===== src/rtl/supv_pkg.sv =====
// Package: shared types and helpers for the supervisor reset generator.
// Assumes: both cause flags are already synchronized when packed into cause_t.
package supv_pkg;

    // Default depth of the input synchronizers.
    localparam int SYNC_STAGES_DEF = 2;

    // One bit per reset cause, each set while that cause is active.
    typedef struct packed {
        logic supply_low;
        logic manual_press;
    } cause_t;

    // True when at least one cause is present.
    function automatic logic any_cause(input cause_t c);
        return c.supply_low | c.manual_press;
    endfunction

endpackage


===== src/rtl/supv_sync.sv =====
// Module: multi-bit, multi-stage level synchronizer.
// Does: carries each bit of din through STAGES flops into the clk domain.
// Assumes: each bit is a slow level; bits are not treated as one coherent word.
module supv_sync #(
    parameter int   WIDTH   = 2,
    parameter int   STAGES  = 2,
    parameter logic RST_VAL = 1'b0
) (
    input  logic             clk,
    input  logic             rst_n,
    input  logic [WIDTH-1:0] din,
    output logic [WIDTH-1:0] dout
);
    logic [WIDTH-1:0] stg [STAGES];

    for (genvar s = 0; s < STAGES; s++) begin : g_stage
        if (s == 0) begin : g_first
            // First stage samples the asynchronous inputs.
            always_ff @(posedge clk) begin
                if (!rst_n) stg[s] <= {WIDTH{RST_VAL}};
                else        stg[s] <= din;
            end
        end else begin : g_next
            // Later stages let any metastability settle.
            always_ff @(posedge clk) begin
                if (!rst_n) stg[s] <= {WIDTH{RST_VAL}};
                else        stg[s] <= stg[s-1];
            end
        end
    end

    assign dout = stg[STAGES-1];
endmodule


===== src/rtl/supv_hold_timer.sv =====
// Module: reset hold-interval counter.
// Does: reloads to HOLD_CYCLES on every cycle that a cause is present and counts
//       down to zero once none is. Asks for reset while a cause or a count remains.
// Assumes: the cause flags are synchronous to clk; HOLD_CYCLES >= 1.
module supv_hold_timer
    import supv_pkg::*;
#(
    parameter int HOLD_CYCLES = 20
) (
    input  logic   clk,
    input  logic   rst_n,
    input  cause_t cause,
    output logic   want_reset,
    output logic   counting
);
    localparam int CNT_W = $clog2(HOLD_CYCLES + 1);
    localparam logic [CNT_W-1:0] RELOAD = CNT_W'(HOLD_CYCLES);

    logic [CNT_W-1:0] cnt_q;
    logic             cause_now;
    logic             cnt_nz;

    // Fold the cause bits into one request.
    always_comb cause_now = any_cause(cause);

    // Flag a remaining hold count.
    always_comb cnt_nz = (cnt_q != '0);

    // Reload on a cause or on power-on reset; otherwise count down to zero.
    always_ff @(posedge clk) begin
        if (!rst_n)         cnt_q <= RELOAD;
        else if (cause_now) cnt_q <= RELOAD;
        else if (cnt_nz)    cnt_q <= cnt_q - 1'b1;
    end

    // Reset is wanted while a cause or a hold count remains.
    always_comb want_reset = cause_now | cnt_nz;

    // The interval counts only when no cause holds it at the reload value.
    always_comb counting = cnt_nz & ~cause_now;
endmodule


===== src/rtl/supv_out_stage.sv =====
// Module: output registers for the two reset polarities.
// Does: registers the reset request into one active-low and one active-high flop.
// Assumes: want_reset is synchronous to clk; both flops come up asserted.
module supv_out_stage (
    input  logic clk,
    input  logic rst_n,
    input  logic want_reset,
    output logic rst_low,
    output logic rst_high
);
    // Active-low reset output register.
    always_ff @(posedge clk) begin
        if (!rst_n) rst_low <= 1'b0;
        else        rst_low <= ~want_reset;
    end

    // Active-high reset output register, a separate flop on the same request.
    always_ff @(posedge clk) begin
        if (!rst_n) rst_high <= 1'b1;
        else        rst_high <= want_reset;
    end
endmodule


===== src/rtl/supv_reset_gen.sv =====
// Module: supervisor reset pulse generator (top).
// Does: synchronizes the supply-good flag and the manual reset input, holds
//       reset for HOLD_CYCLES after the last cause clears, and drives reset at
//       both polarities plus a hold-in-progress status.
// Assumes: rst_n is the chip's internal power-on reset, synchronous to clk.
module supv_reset_gen
    import supv_pkg::*;
#(
    parameter int HOLD_CYCLES = 20,
    parameter int SYNC_STAGES = SYNC_STAGES_DEF
) (
    input  logic clk,
    input  logic rst_n,
    input  logic supply_ok_i,
    input  logic mrst_n_i,
    output logic rst_n_o,
    output logic rst_o,
    output logic hold_busy_o
);
    localparam int NUM_IN = 2;

    logic [NUM_IN-1:0] raw_in;
    logic [NUM_IN-1:0] sync_in;
    cause_t            cause;
    logic              cause_any;
    logic              want_reset;
    logic              counting;

    // Gather the asynchronous inputs into one vector; bit 1 is supply, bit 0 is manual.
    always_comb raw_in = {supply_ok_i, mrst_n_i};

    supv_sync #(
        .WIDTH   (NUM_IN),
        .STAGES  (SYNC_STAGES),
        .RST_VAL (1'b0)
    ) u_sync (
        .clk  (clk),
        .rst_n(rst_n),
        .din  (raw_in),
        .dout (sync_in)
    );

    // Turn the synchronized levels into active-high causes.
    always_comb begin
        cause.supply_low   = ~sync_in[1];
        cause.manual_press = ~sync_in[0];
    end

    // Combined cause, also watched by the checker.
    always_comb cause_any = any_cause(cause);

    supv_hold_timer #(
        .HOLD_CYCLES(HOLD_CYCLES)
    ) u_hold (
        .clk       (clk),
        .rst_n     (rst_n),
        .cause     (cause),
        .want_reset(want_reset),
        .counting  (counting)
    );

    supv_out_stage u_out (
        .clk       (clk),
        .rst_n     (rst_n),
        .want_reset(want_reset),
        .rst_low   (rst_n_o),
        .rst_high  (rst_o)
    );

    // Status output: hold interval counting down.
    always_comb hold_busy_o = counting;
endmodule


===== config.mk =====
export PLATFORM = sky130hd
export DESIGN_NAME = supv_reset_gen
export DESIGN_NICKNAME = d
export VERILOG_FILES = /design/src/rtl/supv_pkg.sv /design/src/rtl/supv_sync.sv /design/src/rtl/supv_hold_timer.sv /design/src/rtl/supv_out_stage.sv /design/src/rtl/supv_reset_gen.sv
export SDC_FILE = /design/constraint.sdc
export NUM_CORES = 1
export LEC_CHECK = 0
export BUFFER_PORTS_ARGS = -buffer_cell sky130_fd_sc_hd__clkbuf_2
export CAP_MARGIN = 20
export CORE_AREA = 10 10 47 49
export CTS_CLUSTER_DIAMETER = 150
export CTS_CLUSTER_SIZE = 8
export DETAILED_ROUTE_END_ITERATION = 6
export DIE_AREA = 0 0 57 59
export PLACE_DENSITY = 0.6
export SLEW_MARGIN = 20
export SYNTH_ARGS = -nofsm -noshare
export SYNTH_HDL_FRONTEND = slang
export SYNTH_SLANG_ARGS = --single-unit

===== constraint.sdc =====
create_clock -name clk -period 1.8 [get_ports clk]
set_input_delay 0.18 -clock clk [delete_from_list [all_inputs] [get_ports clk]]
set_output_delay 0.18 -clock clk [all_outputs]
set_load 0.1 [all_outputs]

### Word-level counts from Yosys, hierarchy flattened

Memory sizes are Yosys's and may differ from the RTL's.
Index checks and enable logic that the tools add are counted.

* add/subtract/negate cells: 1
* multipliers: 0
* divide/modulo/power cells: 0
* $lt $le $gt $ge: 0
* eq/ne operators: 0
* shift operators: 0
* mux-type cells: 4
* bitwise logic cells: 10
* reductions and logical operators: 2

Operators by type and width (count)
* $not A1 Y1: 5
* $reduce_bool A5 Y1: 1
* $sub A5 B1 Y5 const B: 1
* $mux W2: 2
* $or A1 B1 Y1: 4
* $mux W1: 2
* $reduce_or A2 Y1: 1
* $and A1 B1 Y1: 1

* register bits: 7
* bits in latches: 0
* bits in writable memories: 4
* ROM bits: 0
* input bits: 4
* logic and storage cells: 21
* memories: 1

Memories
* u_sync.stg: words 2, bits a word 2, rd ports 2, clocked after memory_dff 0, wr ports 2, RTL line supv_sync.sv:14 `logic [WIDTH-1:0] stg [STAGES];`

### Logic depth before layout (Yosys ltp)

* word-level depth: 4
* gate-level depth with buffers: 5
* mapped depth without buffers: 5

### Cells and area by module

A second synthesis with hierarchy kept.

* cell total of the unflattened synthesis: 41
* area, all modules: 424.2 sq um

Modules (own cells, without submodules)
* supv_hold_timer: times used 1, cells each 27, area an instance 259.0 sq um
* supv_sync: times used 1, cells each 8, area an instance 105.1 sq um
* supv_out_stage: times used 1, cells each 4, area an instance 52.6 sq um
* supv_reset_gen: times used 1, cells each 2, area an instance 7.5 sq um

### Least setup slack after synthesis

Ideal clock, no wire load.

* kind: flip-flop to output port
* start: reg u_hold.cnt_q[0]
* end: out hold_busy_o
* arrival time: 1453 ps
* slack: 167 ps
* cell stages (with the launch flop): 5
* buffers on the path: 0
* path through: dfxtp_1 inv_1 ha_1 or4b_4 and3_2

* cells in the longest elaborated chain, start to end: 2

RTL lines
* start, declared: RTL line supv_hold_timer.sv:19 `logic [CNT_W-1:0] cnt_q;`
* start signal, assigned: RTL line supv_hold_timer.sv:33 `else if (cnt_nz) cnt_q <= cnt_q - 1'b1;`
* $reduce_bool A5 Y1: RTL line supv_hold_timer.sv:27 `always_comb cnt_nz = (cnt_q != '0);`
* $and A1 B1 Y1: RTL line supv_hold_timer.sv:40 `always_comb counting = cnt_nz & ~cause_now;`
* end, declared: RTL line supv_reset_gen.sv:18 `output logic hold_busy_o`

Every way passes these cells.

### Worst setup path in the final report

Same ends and word-level chain as after synthesis.

==> Flow_metrics.wiki <==
{| class="wikitable"
! Metric !! Value
|-
| Instance count along the most critical hold path || 2
|-
| Overflow left after global routing || 0
|-
| Number of global-route vias before repair || 316
|-
| Weighted congestion reported at the end of routability-driven placement || 0.666
|-
| First element of the critical path || u_hold.cnt_q[0]
|-
| Max cap viols || 0
|-
| Crit path setup slack, layout || between 10 and 15 ps
|-
| Source of the worst register-to-register timing path || u_hold.cnt_q[0]
|-
| Max-slew headroom at the worst pin || between 60% and 70%
|-
| CTS hold repair buffers || 0
|-
| Number of antenna violations at the first check in global routing || 0
|-
| Max stage delay cell, worst path || sky130_fd_sc_hd__or4b_4
|-
| GRT Resource Usage Total || roughly 4.9%
|-
| Fraction of layout cells with a size suffix above 1 || 40.0%
|-
| Total of flip-flops plus latches after synthesis || 11
|-
| Destination of the critical timing path || hold_busy_o
|-
| Period utilisation layout || 99.3%
|-
| Final-report setup violation count || 0
|-
| Type of element capturing the critical path || primary output
|-
| Final Hold Violating Endpoints || 0
|-
| Cell breakdown of the critical path || inv_2 > ha_4 > or4b_4 > and3_4 > buf_12
|-
| CTS clock-pin slew for the worst setup and hold paths || 70 ps
|-
| Number of clock sinks || 11
|-
| Highest net fanout along the worst path || 3
|-
| Area of the die || between 3000 and 4000 um^2
|-
| CP peak stage delay || 460 ps
|-
| Mean cell area of the mapped netlist || 10.3 um^2
|-
| Chip width || 57 um
|-
| DR DRC count || 0
|-
| Port Buffer Count || 6
|-
| Later-pin clock latency in the skew report || 260 ps
|-
| Slack of the worst reg-to-reg path || 220 ps
|-
| Worst reg2reg endpoint || u_out.rst_high
|-
| Die Height || 59 um
|-
| Detailed-router iteration count before antenna repair || 2
|-
| Pin count of the biggest net entering global routing || 7
|-
| R2R depth || 7
|-
| Arrival time at the worst endpoint || roughly 1600 ps
|-
| RSZ-0062 raised after global routing || yes
|-
| Number of top-level pins || 7
|-
| Synth warn || 0
|-
| Inserted Clock Buffers || 3
|-
| Maximum ir drop on the vdd rail || 0.450 mV
|-
| Worst hold path class || in2reg
|-
| Most common library cell in the layout ignoring fill and taps || sky130_fd_sc_hd__dfxtp_1
|-
| Floorplan row count || 14
|-
| Number of distinct library cells after synthesis || 17
|-
| Synthesis-to-finish area growth || 35.8%
|-
| Slew at the pin closest to its max-slew limit || between 500 and 600 ps
|-
| Final #Nets || 62
|-
| Core area || 1400 um^2
|-
| Synthesized Nets || 46
|-
| ANT nets after route || 0
|-
| Routed vias/inst || 4.25
|-
| Detailed Route WL || 742 um
|-
| Maximum clock rate || 0.559 GHz
|-
| H-tree depth reported by CTS || 1
|-
| Wire length of the first global-routing pass || roughly 1.3 mm
|-
| Type of element launching the critical path || flop
|-
| Seq/Total Area, Yosys || around 53%
|-
| Via count || 302
|-
| Max Buffers Root-to-Sink || 2
|-
| Setup_tns || 0 ps
|-
| Root buffer cell || sky130_fd_sc_hd__clkbuf_4
|-
| Routed wirelength normalized by instance count || 10.5 um
|-
| DP Wirelength || 525 um
|-
| Critical path class || reg2out
|-
| Worst setup skew after layout || 2.63 ps
|-
| Syn Std Cell Area || 413 um^2
|-
| Worst slack at placement || 118 ps
|-
| Final antenna diode count || 0
|-
| Post-layout minimum cycle time || 1790 ps
|-
| Starting Density || slightly below 30%
|-
| Clock tree from TritonCTS || built
|-
| Cell area power density || 758 nW/um^2
|-
| Post-layout power || 0.425 mW
|-
| Initial detailed-routing violation count || 2
|-
| Post-synthesis instance total || 40
|-
| Static leakage power || 0.223 nW
|-
| Most frequent cells in the layout || sky130_fd_sc_hd__dfxtp_1 (9), sky130_fd_sc_hd__nor2_1 (5), sky130_fd_sc_hd__clkbuf_2 (5), sky130_fd_sc_hd__buf_4 (5), sky130_fd_sc_hd__and2_1 (4)
|-
| Required time at the worst-slack endpoint || 1620 ps
|-
| Max Slew Vio Count || 0
|-
| Result of the run || finished, final reports clean
|}
==> cells by family (layout without fill, tap and decap cells) <==
kind of cell	Yosys count	in the layout	share of synthesized area, %
XOR/XNOR	2	2	4.24
multiplexers	1	1	2.42
flip-flops	11	11	53.3
adder cells (fa/ha/maj)	2	2	6.06
buffers and inverters	3	18	2.73
AO/OA/AOI/OAI	2	2	4.24
AND/OR/NAND/NOR	19	19	27.0
==> cell type report <==
class	count	area (um^2)
repair buffers	11	82.6
clock buffers	4	26.3
flip-flops and latches	11	223
well taps	16	20.0
inverters	3	11.3
multi-input cells	26	198
fillers	149	841
==> worst min-delay path by stage <==
stage,from,to
2_1_floorplan,rst_n,u_sync.stg[0][0]
4_1_cts,supply_ok_i,u_sync.stg[0][1]
5_1_grt,supply_ok_i,u_sync.stg[0][1]
3_5_place_dp,supply_ok_i,u_sync.stg[0][1]
6_report,supply_ok_i,u_sync.stg[0][1]
3_3_place_gp,supply_ok_i,u_sync.stg[0][1]
==> synthesized netlist by cell type <==
cell type                  number  area, um^2
sky130_fd_sc_hd__nor3b_1        1        7.51
sky130_fd_sc_hd__and3_1         1        6.26
sky130_fd_sc_hd__inv_1          3        11.3
sky130_fd_sc_hd__xnor2_1        2        17.5
sky130_fd_sc_hd__dfxtp_1       11         220
sky130_fd_sc_hd__and2_1         4        25.0
sky130_fd_sc_hd__nand2_1        1        3.75
sky130_fd_sc_hd__mux2i_1        1        10.0
sky130_fd_sc_hd__or4b_4         1        13.8
sky130_fd_sc_hd__a211oi_2       1        12.5
sky130_fd_sc_hd__nor2_1         5        18.8
sky130_fd_sc_hd__nor3_1         3        15.0
sky130_fd_sc_hd__ha_1           2        25.0
sky130_fd_sc_hd__and3_2         1        7.51
sky130_fd_sc_hd__o21ai_0        1        5.00
sky130_fd_sc_hd__nor4b_1        1        8.76
sky130_fd_sc_hd__nand3_1        1        5.00
==> registers in the layout (all words and copies together), names as in the netlist <==
| name | flops |
|---|---|
| u_hold.cnt_q | 5 |
| u_sync.stg | 4 |
| u_out.rst_high | 1 |
| u_out.rst_low | 1 |
==> power by group <==
| part | internal [mW] | switching, mW |
|---|---|---|
| logic | 0.00760 | 0.00582 |
| registers | 0.248 | 0.00199 |
| clock network | 0.0856 | 0.0761 |
| total | 0.341 | 0.0839 |
==> critical path, delay by kind of cell (launching register included) <==
| family | cells | cell delay [ps] |
|---|---|---|
| flops | 1 | 330 |
| simple gates | 2 | 640 |
| fa+ha+maj | 1 | 140 |
| buf+inv | 2 | 240 |
==> repair_timing <==
| item | in CTS | in global routing |
|---|---|---|
| buffers inserted | 1 | 4 |
| setup endpoints to repair | 1 | 1 |
| resized for setup | 7 | 0 |
| pin swaps | 2 | 1 |
==> metrics by stage <==
step                      cells  instance area [um^2]  hold WS [ps]  util, %
after floorplan              40                   413           302        -
after global placement       62                   478           390     34.1
after detailed placement     62                   478           390     34.1
after CTS                    67                   531           114     37.9
after global routing         71                   561           132     40.0
final                        71                   561           121     40.0
==> per-layer routing <==
metal  track usage (%)  up-vias  share of wire [%]  routed length, um
met4              3.02        0                  0                  0
met3              3.00        0                5.1                 38
met2              7.44        5                 49                363
met1              5.01      134                 46                340
li1                  -      163                  -                  -
met5                 0        -                  0                  0
No activity file was read; power rests on OpenSTA's default activity.
